## config.mk

```make
export PLATFORM = sky130hd
export DESIGN_NAME = victim_select
export DESIGN_NICKNAME = d
export VERILOG_FILES = /design/src/rtl/vs_pkg.sv /design/src/rtl/vs_lfsr.sv /design/src/rtl/vs_ctrl.sv /design/src/rtl/vs_datapath.sv /design/src/rtl/victim_select.sv
export SDC_FILE = /design/constraint.sdc
export NUM_CORES = 1
export LEC_CHECK = 0
export ABC_CLOCK_PERIOD_IN_PS = 58700
export BUFFER_PORTS_ARGS = -buffer_cell sky130_fd_sc_hd__buf_2
export CAP_MARGIN = 10
export CORE_MARGIN = 2
export CORE_UTILIZATION = 50
export DETAILED_ROUTE_END_ITERATION = 8
export HOLD_SLACK_MARGIN = 0.08
export PLACE_DENSITY_LB_ADDON = 0.3
export SLEW_MARGIN = 20
export SYNTH_ARGS = -nofsm -noshare
export SYNTH_HDL_FRONTEND = slang
export SYNTH_HIERARCHICAL = 1
export SYNTH_SLANG_ARGS = --single-unit
```

## constraint.sdc

```tcl
create_clock -name clk -period 58.7 [get_ports clk]
set_clock_uncertainty 0.1 [all_clocks]
set_input_delay 5.87 -clock clk [delete_from_list [all_inputs] [get_ports clk]]
set_output_delay 5.87 -clock clk [all_outputs]
set_load 0.01 [all_outputs]
```

## src/rtl/vs_pkg.sv

```systemverilog
package vs_pkg;
  typedef struct packed {
    logic advPtr;
    logic advLfsr;
    logic setBase;
  } strobe_t;
endpackage

```

## src/rtl/vs_lfsr.sv

```systemverilog
module vs_lfsr #(
  parameter int LFSR_W = 16,
  parameter logic [LFSR_W-1:0] TAPS = 16'hB400,
  parameter logic [LFSR_W-1:0] SEED = 16'hACE1
) (
  input  logic              clk,
  input  logic              rst_n,
  input  logic              adv,
  output logic [LFSR_W-1:0] state
);
  logic feedback;
  assign feedback = ^(state & TAPS);

  always_ff @(posedge clk or negedge rst_n) begin
    if (!rst_n) state <= SEED;
    else if (adv) state <= {state[LFSR_W-2:0], feedback};
  end
endmodule

```

## src/rtl/vs_ctrl.sv

```systemverilog
module vs_ctrl
  import vs_pkg::*;
#(
  parameter int WAYS = 8,
  localparam int WAY_W = $clog2(WAYS),
  localparam int BASE_W = $clog2(WAYS + 1)
) (
  input  logic              clk,
  input  logic              rst_n,
  input  logic              allocStb,
  input  logic              modeRand,
  input  logic              lockWr,
  input  logic [BASE_W-1:0] lockIdx,
  input  logic              lockLoad,
  input  logic              baseFull,
  output strobe_t           strb,
  output logic              inLoad,
  output logic [WAY_W-1:0]  loadWay
);
  localparam logic [BASE_W-1:0] WAYS_B = BASE_W'(WAYS);
  localparam logic [WAY_W-1:0]  LAST_WAY = WAY_W'(WAYS - 1);

  logic normalAlloc;
  logic [WAY_W-1:0] loadWayNext;

  assign normalAlloc = allocStb && !inLoad && !baseFull;

  always_comb begin
    strb.advPtr  = normalAlloc && !modeRand;
    strb.advLfsr = normalAlloc && modeRand;
    strb.setBase = lockWr && !lockLoad;
  end

  assign loadWayNext = (lockIdx >= WAYS_B) ? LAST_WAY : lockIdx[WAY_W-1:0];

  always_ff @(posedge clk or negedge rst_n) begin
    if (!rst_n) begin
      inLoad  <= 1'b0;
      loadWay <= '0;
    end else if (lockWr) begin
      inLoad <= lockLoad;
      if (lockLoad) loadWay <= loadWayNext;
    end
  end
endmodule

```

## src/rtl/vs_datapath.sv

```systemverilog
module vs_datapath
  import vs_pkg::*;
#(
  parameter int WAYS = 8,
  parameter int LFSR_W = 16,
  parameter logic [LFSR_W-1:0] TAPS = 16'hB400,
  parameter logic [LFSR_W-1:0] SEED = 16'hACE1,
  localparam int WAY_W = $clog2(WAYS),
  localparam int BASE_W = $clog2(WAYS + 1)
) (
  input  logic              clk,
  input  logic              rst_n,
  input  strobe_t           strb,
  input  logic [BASE_W-1:0] lockIdx,
  input  logic              modeRand,
  input  logic              inLoad,
  input  logic [WAY_W-1:0]  loadWay,
  output logic [WAY_W-1:0]  victimWay,
  output logic              noVictim,
  output logic [BASE_W-1:0] curBase,
  output logic              baseFull
);
  localparam logic [BASE_W-1:0] WAYS_B = BASE_W'(WAYS);
  localparam logic [WAY_W-1:0]  LAST_WAY = WAY_W'(WAYS - 1);

  logic [WAY_W-1:0]  rrPtr, ptrStep, ptrNext;
  logic [BASE_W-1:0] baseNext, eligible;
  logic [LFSR_W-1:0] lfsrState, randOff;
  logic [WAY_W-1:0]  randWay;

  vs_lfsr #(.LFSR_W(LFSR_W), .TAPS(TAPS), .SEED(SEED)) u_lfsr (
    .clk(clk), .rst_n(rst_n), .adv(strb.advLfsr), .state(lfsrState)
  );

  assign baseFull = (curBase == WAYS_B);
  assign baseNext = (lockIdx > WAYS_B) ? WAYS_B : lockIdx;

  always_comb begin
    if (rrPtr == LAST_WAY) ptrStep = curBase[WAY_W-1:0];
    else ptrStep = rrPtr + WAY_W'(1);
    ptrNext = strb.advPtr ? ptrStep : rrPtr;
    if (strb.setBase && (baseNext < WAYS_B) && ({1'b0, ptrNext} < baseNext))
      ptrNext = baseNext[WAY_W-1:0];
  end

  always_ff @(posedge clk or negedge rst_n) begin
    if (!rst_n) begin
      rrPtr   <= '0;
      curBase <= '0;
    end else begin
      rrPtr <= ptrNext;
      if (strb.setBase) curBase <= baseNext;
    end
  end

  assign eligible = WAYS_B - curBase;

  always_comb begin
    if (eligible == '0) randOff = '0;
    else randOff = lfsrState % LFSR_W'(eligible);
    randWay = curBase[WAY_W-1:0] + randOff[WAY_W-1:0];
  end

  always_comb begin
    noVictim = baseFull && !inLoad;
    if (inLoad) victimWay = loadWay;
    else if (baseFull) victimWay = '0;
    else if (modeRand) victimWay = randWay;
    else victimWay = rrPtr;
  end
endmodule

```

## src/rtl/victim_select.sv

```systemverilog
module victim_select
  import vs_pkg::*;
#(
  parameter int WAYS = 8,
  parameter int LFSR_W = 16,
  parameter logic [LFSR_W-1:0] TAPS = 16'hB400,
  parameter logic [LFSR_W-1:0] SEED = 16'hACE1,
  localparam int WAY_W = $clog2(WAYS),
  localparam int BASE_W = $clog2(WAYS + 1)
) (
  input  logic              clk,
  input  logic              rst_n,
  input  logic              allocStb,
  input  logic              modeRand,
  input  logic              lockWr,
  input  logic [BASE_W-1:0] lockIdx,
  input  logic              lockLoad,
  output logic [WAY_W-1:0]  victimWay,
  output logic              noVictim
);
  strobe_t strb;
  logic inLoad, baseFull;
  logic [WAY_W-1:0] loadWay;
  logic [BASE_W-1:0] curBase;

  vs_ctrl #(.WAYS(WAYS)) u_ctrl (
    .clk(clk), .rst_n(rst_n), .allocStb(allocStb), .modeRand(modeRand),
    .lockWr(lockWr), .lockIdx(lockIdx), .lockLoad(lockLoad),
    .baseFull(baseFull), .strb(strb), .inLoad(inLoad), .loadWay(loadWay)
  );

  vs_datapath #(.WAYS(WAYS), .LFSR_W(LFSR_W), .TAPS(TAPS), .SEED(SEED)) u_dp (
    .clk(clk), .rst_n(rst_n), .strb(strb), .lockIdx(lockIdx),
    .modeRand(modeRand), .inLoad(inLoad), .loadWay(loadWay),
    .victimWay(victimWay), .noVictim(noVictim), .curBase(curBase),
    .baseFull(baseFull)
  );
endmodule

```

Word-level counts from Yosys, hierarchy flattened:

Index checks and enable logic that the tools add are counted.

* flip-flop bits (word level): 27
* bits of input ports: 10
* output and inout bits: 4
* word-level logic and storage cells: 39

* $add $sub $neg: 3
* divide/modulo/power cells: 1
* $lt $le $gt $ge: 4
* equal/unequal tests: 2
* muxes and demuxes: 9
* reduce and logical (&&, ||, !) cells: 15

Operators by type and width (number)
* 2-to-1 mux 3 bit: 8
* modulo 16 x 4 -> 16 bit: 1
* XOR reduction 16 bit: 1
* logical AND 1 bit: 8
* == test 4 bit, second input constant: 1
* >= comparator 4 bit, second input constant: 1
* > comparator 4 bit, second input constant: 1
* logical NOT 1 bit: 4
* logical NOT 4 bit: 1
* less-than comparator 3 x 4 -> 1 bit: 1
* less-than comparator 4 bit, second input constant: 1
* 2-to-1 mux 4 bit: 1
* subtractor 4 bit, first input constant: 1
* adder 3 x 1 -> 3 bit, second input constant: 1
* adder 3 bit: 1
* == test 3 bit, second input constant: 1
* AND reduction 2 bit: 1

Depth between registers and ports, before layout:

Gate-level depths: netlist (run 1).

* word-level depth: 8
* gate-level depth with buffers: 151
* gate-level depth less buffers: 149

By module:

Netlist (run 1), hierarchy kept.

Modules (own cells, without submodules)
* vs_datapath: times used 1, cells an instance 771, area each 5512.8 µm²
* vs_lfsr: times used 1, cells an instance 38, area each 675.6 µm²
* vs_ctrl: times used 1, cells an instance 18, area each 198.9 µm²

Worst setup path before layout (run 1):

OpenSTA, ideal clock, no wires.

* kind: register -> output
* start point: register u_dp.curBase[0]
* end point: output port victimWay[2]
* data arrival time: 28.283 ns
* slack: 24.447 ns
* cell stages (with the launch flop): 143
* cells stage by stage: dfrtp_1 > inv_1 > ha_1 > nor2b_1 > a31oi_1 > nor2_1 > a21oi_1 > a21oi_1 > ha_1 > nor4b_1 > a211oi_1 > o211a_1 > ha_1 > o211a_1 > o311ai_1 > mux2i_1 > ha_1 > or3_1 > (+107 left out) > nand2_1 > nand2_1 > a21o_1 > a21oi_1 > and3_1 > o2111ai_1 > a2111oi_2 > o2111ai_2 > a221oi_1 > ha_1 > inv_1 > fa_1 > xnor2_1 > nand2_1 > o21ai_0 > nor3_1 > a21oi_1 > mux2i_1

* word-level cells in the longest chain between the ends: 7
* elaborated cells between the ends (all ways): 9
* classes of those cells: add/sub (2); div (1); eq/ne (1); mux (4); reduce/logical (1)

Ends and longest elaborated chain
* start, declared: line vs_datapath.sv:20 `output logic [BASE_W-1:0] curBase,`
* start signal, assigned: line vs_datapath.sv:52 `if (strb.setBase) curBase <= baseNext;`
* subtractor 4 bit: line vs_datapath.sv:56 `assign eligible = WAYS_B - curBase;`
* modulo 16 x 4 -> 16 bit or logical NOT 4 bit (tied branches): line vs_datapath.sv:60, vs_datapath.sv:59
* 2-to-1 mux 3 bit: line vs_datapath.sv:59 `if (eligible == '0) randOff = '0;`
* adder 3 bit: line vs_datapath.sv:61 `randWay = curBase[WAY_W-1:0] + randOff[WAY_W-1:0];`
* 2-to-1 mux 3 bit: line vs_datapath.sv:68 `else if (modeRand) victimWay = randWay;`
* 2-to-1 mux 3 bit *: line vs_datapath.sv:67 `else if (baseFull) victimWay = '0;`
* 2-to-1 mux 3 bit *: line vs_datapath.sv:66 `if (inLoad) victimWay = loadWay;`
* end, declared: line victim_select.sv:18 `output logic [WAY_W-1:0] victimWay,`

Mark *: on every way between the ends. The rest lies on a longest branch, timed or not.

Worst setup path after layout (run 1):

Same ends and word-level chain as after synthesis.

==> results.cfg, run 1 <==
[yosys]
yosys-top-cells-count = nor2_1, ha_1, nand2_1, a21oi_1, nor3_1
synth_area_um2 = 6390
synth_most_common_cell = nor2_1
syn_inst = 827
ys_seq_area_share_pct = 10.7
synth_edf_count = 0
yosysTopAreaCell = ha_1
syn_area_per_cell_um2 = 7.72
synth_top_cell_area_share_pct = 12.7
yosys_most_used_dff = dfrtp_1
yosys-top-cells-area = ha_1, dfrtp_1, nor2_1
yosys_warnings = 6
synth_nets = 904
ys_types = 103
synth-async-reset-ratio_pct = 100
ys_ff_latch = 27

[global_route]
grt_pass1_wl_mm = 25.9
grt_pass1_vias = 5580
grt_max_degree = 28
overflow = 0
track_usage_pct = 22.6
antenna_found_initial = 0

[job]
maxCapViolations = 0

[sta]
tightest_slew_ns = 1.01
finalSetupViolations = 0
rsz0062_at_grt = no
final_max_slew_viol_count = 0
hold_viol = 0
final.setup.tns_ns = 0
max-slew-margin-rel_pct = 32.0
period_share_pct = 67.4
fmax_mhz = 25.3
min_period_ns = 39.57

[cts]
cts_tree = built
cts.sinks = 27
post_cts_resized = 0
cts_buffer_depth = 2
htreeDepth = 1
ctsHoldBuffers = 0
post_cts_buffers = 0
cts_buffers = 3
cts_root_buf = clkbuf_16
clkTransAtPathRegs_ns = 0.07
clkLatencyLatePin_ns = 0.26

[floorplanning]
io_pins = 14
row_count = 41
die_h_um = 117
core_area_um2 = 12600
dieArea_um2 = 13700
die_width_um = 117
start_util_pct = 50.8

[worst_hold_path]
worstHoldPathCells = 2
hp-class = reg2reg

[route]
dr.pass1.iters = 5
num_vias = 6052
drt-initial-drc-count = 310
wl_per_cell_um = 14.9
drt-total-wl_mm = 14.8
drc_errors = 0
ant_nets = 0
vias_per_cell = 6.10

[worst_setup_path]
reg2reg_from = u_dp/curBase[0]$_DFFE_PN0P_
crit_end = victimWay[2]
r2r_setup_slack_ns = 54.45
crit_type = reg2out
reg2regPathDepth = 11
crit_path_end_kind = primary output
cp.arrival_ns = 33.60
crit_top_cell = a21oi_1
crit_required_ns = 52.73
path_max_fanout = 17
cp-startpoint = u_dp/curBase[0]$_DFFE_PN0P_
start_kind = flop
crit_path_max_incr_delay_ns = 0.56
slowest_stage = o311ai_1
r2r-end = u_dp/rrPtr[1]$_DFF_PN0_

[final_layout]
antenna_cells = 0
fin_util_pct = 52.7
area_delta_synth_final_pct = 3.76
layout.nets = 898
drive_above_1_share_pct = 13.7

[run_status]
status = finished, final reports clean

[place]
hpwl_mm = 11.9
port_buffers = 13
gp_congestion = 0.853
[layout by cell type (no fill, tap or decap), drive strengths merged, types with 5 or more instances in the layout]
cell type / count
nor2: 84
ha: 65
nand2: 65
a21oi: 59
o21ai: 46
nor3: 43
inv: 29
o21a: 29
mux2: 29
mux2i: 23
dfrtp: 19
nand3: 19
xnor2: 18
nand2b: 16
o31ai: 16
buf: 16
a21o: 15
a31oi: 15
a211oi: 14
or3: 13
and2: 13
nor4: 13
or2: 11
and3: 10
o211a: 9
o211ai: 9
xor2: 8
dfstp: 8
o21bai: 7
o22ai: 6
nor2b: 6
a311oi: 5
a2111oi: 5
a21boi: 5
[through the flow]
step | std cells | hold WS [ns] | area (um^2) | setup slack, ns
floorplan | 827 | 0.392 | 6390 | 24.45
global placement | 988 | 0.415 | 6550 | 20.02
detailed placement | 988 | 0.416 | 6550 | 19.74
CTS | 992 | 0.430 | 6630 | 19.30
global route | 992 | 0.457 | 6630 | 15.77
finish | 992 | 0.433 | 6630 | 19.13
[sequential cells by signal, indices dropped and copies added (netlist names)]
signal / flops
u_dp/curBase: 4
u_ctrl/loadWay: 3
u_dp/rrPtr: 3
u_ctrl/inLoad: 1
u_dp/u_lfsr/state: 16
[cell type report]
class	count	area (um^2)
clock buffers	4	78.8
well taps	172	215
flip-flops and latches	27	686
fillers	1258	5940
inverters	29	109
repair buffers	16	87.6
multi-input cells	744	5450
[layer usage]
| layer | global-route usage [%] | up-vias | wire length (um) |
|---|---|---|---|
| met1 | 32.7 | 2817 | 7760 |
| met2 | 37.8 | 81 | 6600 |
| met5 | 0 | - | 0 |
| li1 | - | 3144 | - |
| met3 | 1.44 | 10 | 312 |
| met4 | 3.53 | 0 | 109 |
[critical path, delay by kind of cell (launching register included)]
family,cells,cell delay [ns]
AOI/OAI and AO/OA,64,15.27
xor gates and xnor gates,1,0.13
adders and majority gates,18,5.55
buffers and inverters,9,1.11
DFF,1,0.53
muxes,7,1.94
and+or+nand+nor,40,8.75
[how the worst min path moves through the flow]
stage | from | to | slack, ns
5_1_grt | u_dp/u_lfsr/state[0]$_DFFE_PN1P_ | u_dp/u_lfsr/state[0]$_DFFE_PN1P_ | 0.46
2_1_floorplan | u_dp/u_lfsr/state[0]$_DFFE_PN1P_ | u_dp/u_lfsr/state[0]$_DFFE_PN1P_ | 0.39
4_1_cts | u_dp/u_lfsr/state[0]$_DFFE_PN1P_ | u_dp/u_lfsr/state[0]$_DFFE_PN1P_ | 0.43
3_5_place_dp | u_dp/u_lfsr/state[0]$_DFFE_PN1P_ | u_dp/u_lfsr/state[0]$_DFFE_PN1P_ | 0.42
6_report | u_dp/u_lfsr/state[0]$_DFFE_PN1P_ | u_dp/u_lfsr/state[0]$_DFFE_PN1P_ | 0.43
3_3_place_gp | u_dp/u_lfsr/state[0]$_DFFE_PN1P_ | u_dp/u_lfsr/state[0]$_DFFE_PN1P_ | 0.41
[cells by family after synthesis]
group / Yosys count / share of synthesized area, %
compound gates: 277 / 31.8
fa+ha+maj: 68 / 13.5
mux: 52 / 9.30
buf+inv: 56 / 4.15
simple gates: 321 / 26.9
flops: 27 / 10.7
xor+xnor: 26 / 3.57
Power of run 1 is left out: the tool's default activity adds up to more than one toggle a clock period on the data nets, which glitch-free logic cannot reach.
==> run 2, diff against run 1 <==
ABC_AREA = 1   (was not set)
ABC_CLOCK_PERIOD_IN_PS = 37900   (was 58700)
clock period = 37.9 ns   (was 58.7 ns; I/O delays follow)
==> results.cfg, run 2 <==
[run_status]
status = finished, final reports clean

[worst_setup_path]
crit_type = reg2out
path_max_fanout = 20
cp.arrival_ns = 27.54
crit_required_ns = 34.01
crit_path_max_incr_delay_ns = 0.46
crit_path_end_kind = primary output
crit_top_cell = nand2_1
slowest_stage = dfrtp_1
start_kind = flop

[sta]
period_share_pct = 82.9
rsz0062_at_grt = no
final_max_slew_viol_count = 0
fmax_mhz = 31.8
hold_viol = 0
max-slew-margin-rel_pct = 58.0
finalSetupViolations = 0
tightest_slew_ns = 0.630
final.setup.tns_ns = 0
whs_ns = 0.385
min_period_ns = 31.43

[yosys]
yosys_most_used_dff = dfrtp_1
syn_inst = 1089
ys_ff_latch = 27
yosys-top-cells-area = nand2_1, ha_1, inv_1
synth_edf_count = 0
yosys_warnings = 6
ys_seq_area_share_pct = 10.6
yosys-top-cells-count = nand2_1, inv_1, nor2_1, nand3_1, o21ai_0
synth_nets = 1166
synth_top_cell_area_share_pct = 18.8
synth_area_um2 = 6480
syn_area_per_cell_um2 = 5.95
synth_most_common_cell = nand2_1
synth-async-reset-ratio_pct = 100
yosysTopAreaCell = nand2_1
ys_types = 48

[route]
dr.pass1.iters = 5
wl_met2_mm = 6.12
wl_per_cell_um = 10.7
drt-initial-drc-count = 382
num_vias = 6382
vias_per_cell = 5.07
wl_met3_um = 353
drc_errors = 0
drt-total-wl_mm = 13.4
met1_length_mm = 6.89
ant_nets = 0
highest_layer = met4

[place]
gp_congestion = 0.885
port_buffers = 13
hpwl_mm = 11.2

[cts]
cts_tree = built
cts_root_buf = clkbuf_16
clkLatencyLatePin_ns = 0.26
post_cts_resized = 0
cts_buffer_depth = 2
htreeDepth = 1
ctsHoldBuffers = 0
cts.sinks = 27
post_cts_buffers = 0
cts_buffers = 3
clkTransAtPathRegs_ns = 0.06

[final_layout]
regMostFlops = u_dp/u_lfsr/state
area_delta_synth_final_pct = 3.67
final_cell_mix = nand2_1, inv_1, nor2_1
drive_above_1_share_pct = 12.5
layout.nets = 1166
reg.largest.list = u_dp/u_lfsr/state x16, u_dp/curBase x4
final_common_cell = nand2_1
antenna_cells = 0
largest_register_ffs = 16
fillers = 1350

[global_route]
grt_max_degree = 28
track_usage_pct = 19.5
grt_pass1_vias = 5757
grt_pass1_wl_mm = 24.0
antenna_found_initial = 0
overflow = 0

[floorplanning]
start_util_pct = 51.4
die_h_um = 118
core_area_um2 = 12600
die_width_um = 118
dieArea_um2 = 13900
row_count = 41
io_pins = 14

[worst_hold_path]
hp-class = reg2reg

[job]
maxCapViolations = 0
-- run 2: cell count changes after synthesis, moves of 27 or more --
cell and delta:
o21a_1 -27, nor3_1 -27, a21oi_1 -32, o21ai_0 +31, nand2_1 +261, inv_1 +127, nand3_1 +58
-- run 2: metal layers --
layer	track usage (%)	vias up
li1	-	3491
met1	27.6	2813
met2	33.7	72
met3	0.969	6
met4	2.18	0
met5	0	-
-- run 2: through the flow --
step / setup WS [ns] / std cells / utilization (%) / cell area, um^2
after floorplan: 10.39 / 1089 / - / 6480
after global placement: 7.39 / 1256 / 52.6 / 6640
after detailed placement: 6.89 / 1256 / 52.6 / 6640
after CTS: 6.46 / 1260 / 53.3 / 6720
after global routing: 2.96 / 1260 / 53.3 / 6720
final: 6.47 / 1260 / 53.3 / 6720
-- run 2: cell families (layout without fill, tap and decap cells) --
family                     Yosys count  in the layout  synth area share [%]
buffers and inverters              197            196                  12.5
muxes                                1              1                 0.154
AOI/OAI and AO/OA                  135            135                  12.0
adders and majority gates           67             67                  13.2
and+or+nand+nor                    620            620                  46.0
DFF                                 27             27                  10.6
xor gates and xnor gates            42             42                  5.67
-- run 2: worst paths after layout --
path / from / endpoint / slack [ns] / cells after the start
max: u_dp/curBase[0]$_DFFE_PN0P_ / victimWay[2] / 6.47 / 167
min: u_ctrl/loadWay[1]$_DFFE_PN0P_ / u_ctrl/loadWay[1]$_DFFE_PN0P_ / 0.39 / 2
max reg2reg: u_dp/curBase[0]$_DFFE_PN0P_ / u_dp/rrPtr[1]$_DFF_PN0_ / 35.05 / 16
min reg2reg: u_ctrl/loadWay[1]$_DFFE_PN0P_ / u_ctrl/loadWay[1]$_DFFE_PN0P_ / 0.39 / 2
max in group asynchronous: rst_n / u_dp/u_lfsr/state[1]$_DFFE_PN0P_ / 33.86 / 1
min in group asynchronous: rst_n / u_ctrl/loadWay[2]$_DFFE_PN0P_ / 3.44 / 1
-- run 2: area by class of cell --
cell class / instances / area, um^2 / area share, %
Multi-Input combinational cell: 865 / 4990 / 74.2
Sequential cell: 27 / 686 / 10.2
Clock buffer: 3 / 75.1 / 1.12
Tap cell: 172 / 215 / 3.20
Clock inverter: 1 / 7.51 / 0.112
Inverter: 178 / 676 / 10.1
Timing Repair Buffer: 14 / 72.6 / 1.08
-- run 2: worst max-delay path: cells and delay by family, from the launching register on --
| kind | cells | cell delay [ns] |
|---|---|---|
| and+or+nand+nor | 73 | 9.70 |
| AOI/OAI and AO/OA | 48 | 8.84 |
| adders and majority gates | 18 | 5.44 |
| buffers and inverters | 27 | 2.57 |
| DFF | 1 | 0.46 |
| xor gates and xnor gates | 1 | 0.18 |
Power of run 2 is left out for the same reason.
==> run 3, diff against run 2 <==
ABC_CLOCK_PERIOD_IN_PS = 29600   (was 37900)
clock period = 29.6 ns   (was 37.9 ns; I/O delays follow)
==> results.cfg, run 3 (same netlist as run 2, synthesis figures left out) <==
[worst_setup_path]
start_kind = flop
reg2reg_from = u_dp/curBase[0]$_DFFE_PN0P_
cp.arrival_ns = 24.13
crit_path_max_incr_delay_ns = 0.40
cp-startpoint = u_dp/curBase[0]$_DFFE_PN0P_
path_max_fanout = 13
crit_required_ns = 26.54
crit_path_end_kind = primary output
crit_type = reg2out
slowest_stage = dfrtp_2
crit_top_cell = nand2_1

[place]
hpwl_mm = 11.5
gp_congestion = 0.859
port_buffers = 13
dp.cells = 1264

[route]
wl_per_cell_um = 11.1
num_vias = 6527
drc_errors = 0
drt-total-wl_mm = 14.3
vias_per_cell = 5.06
dr.pass1.iters = 5
ant_nets = 0
drt-initial-drc-count = 359

[cts]
cts_tree = built
cts_buffer_depth = 2
cts_root_buf = clkbuf_16
ctsHoldBuffers = 0
cts_buffers = 3
clkLatencyLatePin_ns = 0.27
cts.sinks = 27
htreeDepth = 1
clkTransAtPathRegs_ns = 0.07

[final_layout]
largest_register_ffs = 16
final_cell_mix = nand2_1, inv_1, nor2_1
final_cells = 1291
drive_above_1_share_pct = 17.1
antenna_cells = 0
layout.nets = 1197
reg.largest.list = u_dp/u_lfsr/state x16, u_dp/curBase x4
area_delta_synth_final_pct = 9.63
final_common_cell = nand2_1
regMostFlops = u_dp/u_lfsr/state

[sta]
period_share_pct = 91.9
max-slew-margin-rel_pct = 59.0
hold_viol = 0
finalSetupViolations = 0
min_period_ns = 27.19
fmax_mhz = 36.8
final_max_slew_viol_count = 0
tightest_slew_ns = 0.615

[global_route]
grt_pass1_wl_mm = 25.1
track_usage_pct = 20.4
grt_max_degree = 28
antenna_found_initial = 0
grt_pass1_vias = 5734
overflow = 0

[floorplanning]
die_h_um = 118
dieArea_um2 = 13900
die_width_um = 118
core_area_um2 = 12600
start_util_pct = 51.4
io_pins = 14
row_count = 41

[run_status]
status = finished, final reports clean

[worst_hold_path]
hp-class = reg2reg
min_from = u_ctrl/loadWay[2]$_DFFE_PN0P_

[job]
maxCapViolations = 0
==> run 3: changes by cell type in the layout (fill, tap and decap cells not counted), moves of 3 or more <==
cell	before	now
buf_4	1	32
a21oi_1	25	15
a21oi_2	0	5
a21oi_4	0	5
inv_1	155	151
nor2_4	9	13
inv_2	14	17
nor2_1	86	83
o21ai_0	66	63
==> run 3: worst max-delay path: cells and delay by family, from the launching register on <==
kind                     cells  cell delay, ns
buffers and inverters       27            2.21
XOR/XNOR                     1            0.16
flip-flops                   1            0.40
adder cells (fa/ha/maj)     18            5.43
AO/OA/AOI/OAI               48            7.54
AND/OR/NAND/NOR             73            8.05
==> run 3: metal layers <==
layer,share of wire [%],vias up,track usage [%]
li1,-,3553,-
met4,0.74,0,3.54
met2,47,81,33.9
met1,51,2883,29.8
met3,2.2,10,0.921
met5,0,-,0
==> run 3: path summary, 6_finish.rpt <==
path / to / slack, ns / cells past startpoint
worst max-delay path: victimWay[2] / 2.41 / 167
worst min-delay path: u_ctrl/loadWay[2]$_DFFE_PN0P_ / 0.38 / 2
worst max register to register: u_dp/rrPtr[1]$_DFF_PN0_ / 26.95 / 16
worst min register to register: u_ctrl/loadWay[2]$_DFFE_PN0P_ / 0.38 / 2
max in group asynchronous: u_dp/curBase[0]$_DFFE_PN0P_ / 26.36 / 1
min in group asynchronous: u_dp/rrPtr[1]$_DFF_PN0_ / 2.61 / 1
==> run 3: final cells by class <==
| class | instances | area, um^2 |
|---|---|---|
| sequential | 27 | 687 |
| inverter | 178 | 682 |
| tap | 172 | 215 |
| timing repair buffer | 45 | 305 |
| clock inverter | 1 | 7.51 |
| clock buffer | 3 | 75.1 |
| multi-input combinational | 865 | 5140 |
| fill | 1335 | 5510 |
==> run 3: what timing repair did <==
| item | 4_1_cts | 5_1_grt |
|---|---|---|
| endpoints found under the setup margin | 0 | 3 |
| buffers inserted | 0 | 23 |
| resized for setup | 0 | 42 |
==> run 3: stage by stage <==
step / area [um^2] / setup TNS, ns / util (%) / setup slack [ns] / hold WS [ns]
after CTS: 6780 / 0 / 53.7 / 0.00540 / 0.387
after floorplan: 6480 / 0 / - / 2.92 / 0.349
after global routing: 7110 / -0.309 / 56.3 / -0.236 / 0.407
final: 7110 / 0 / 56.3 / 2.41 / 0.383
after global placement: 6700 / 0 / 53.1 / 0.936 / 0.366
after detailed placement: 6700 / 0 / 53.1 / 0.397 / 0.370
Power of run 3 is left out for the same reason.
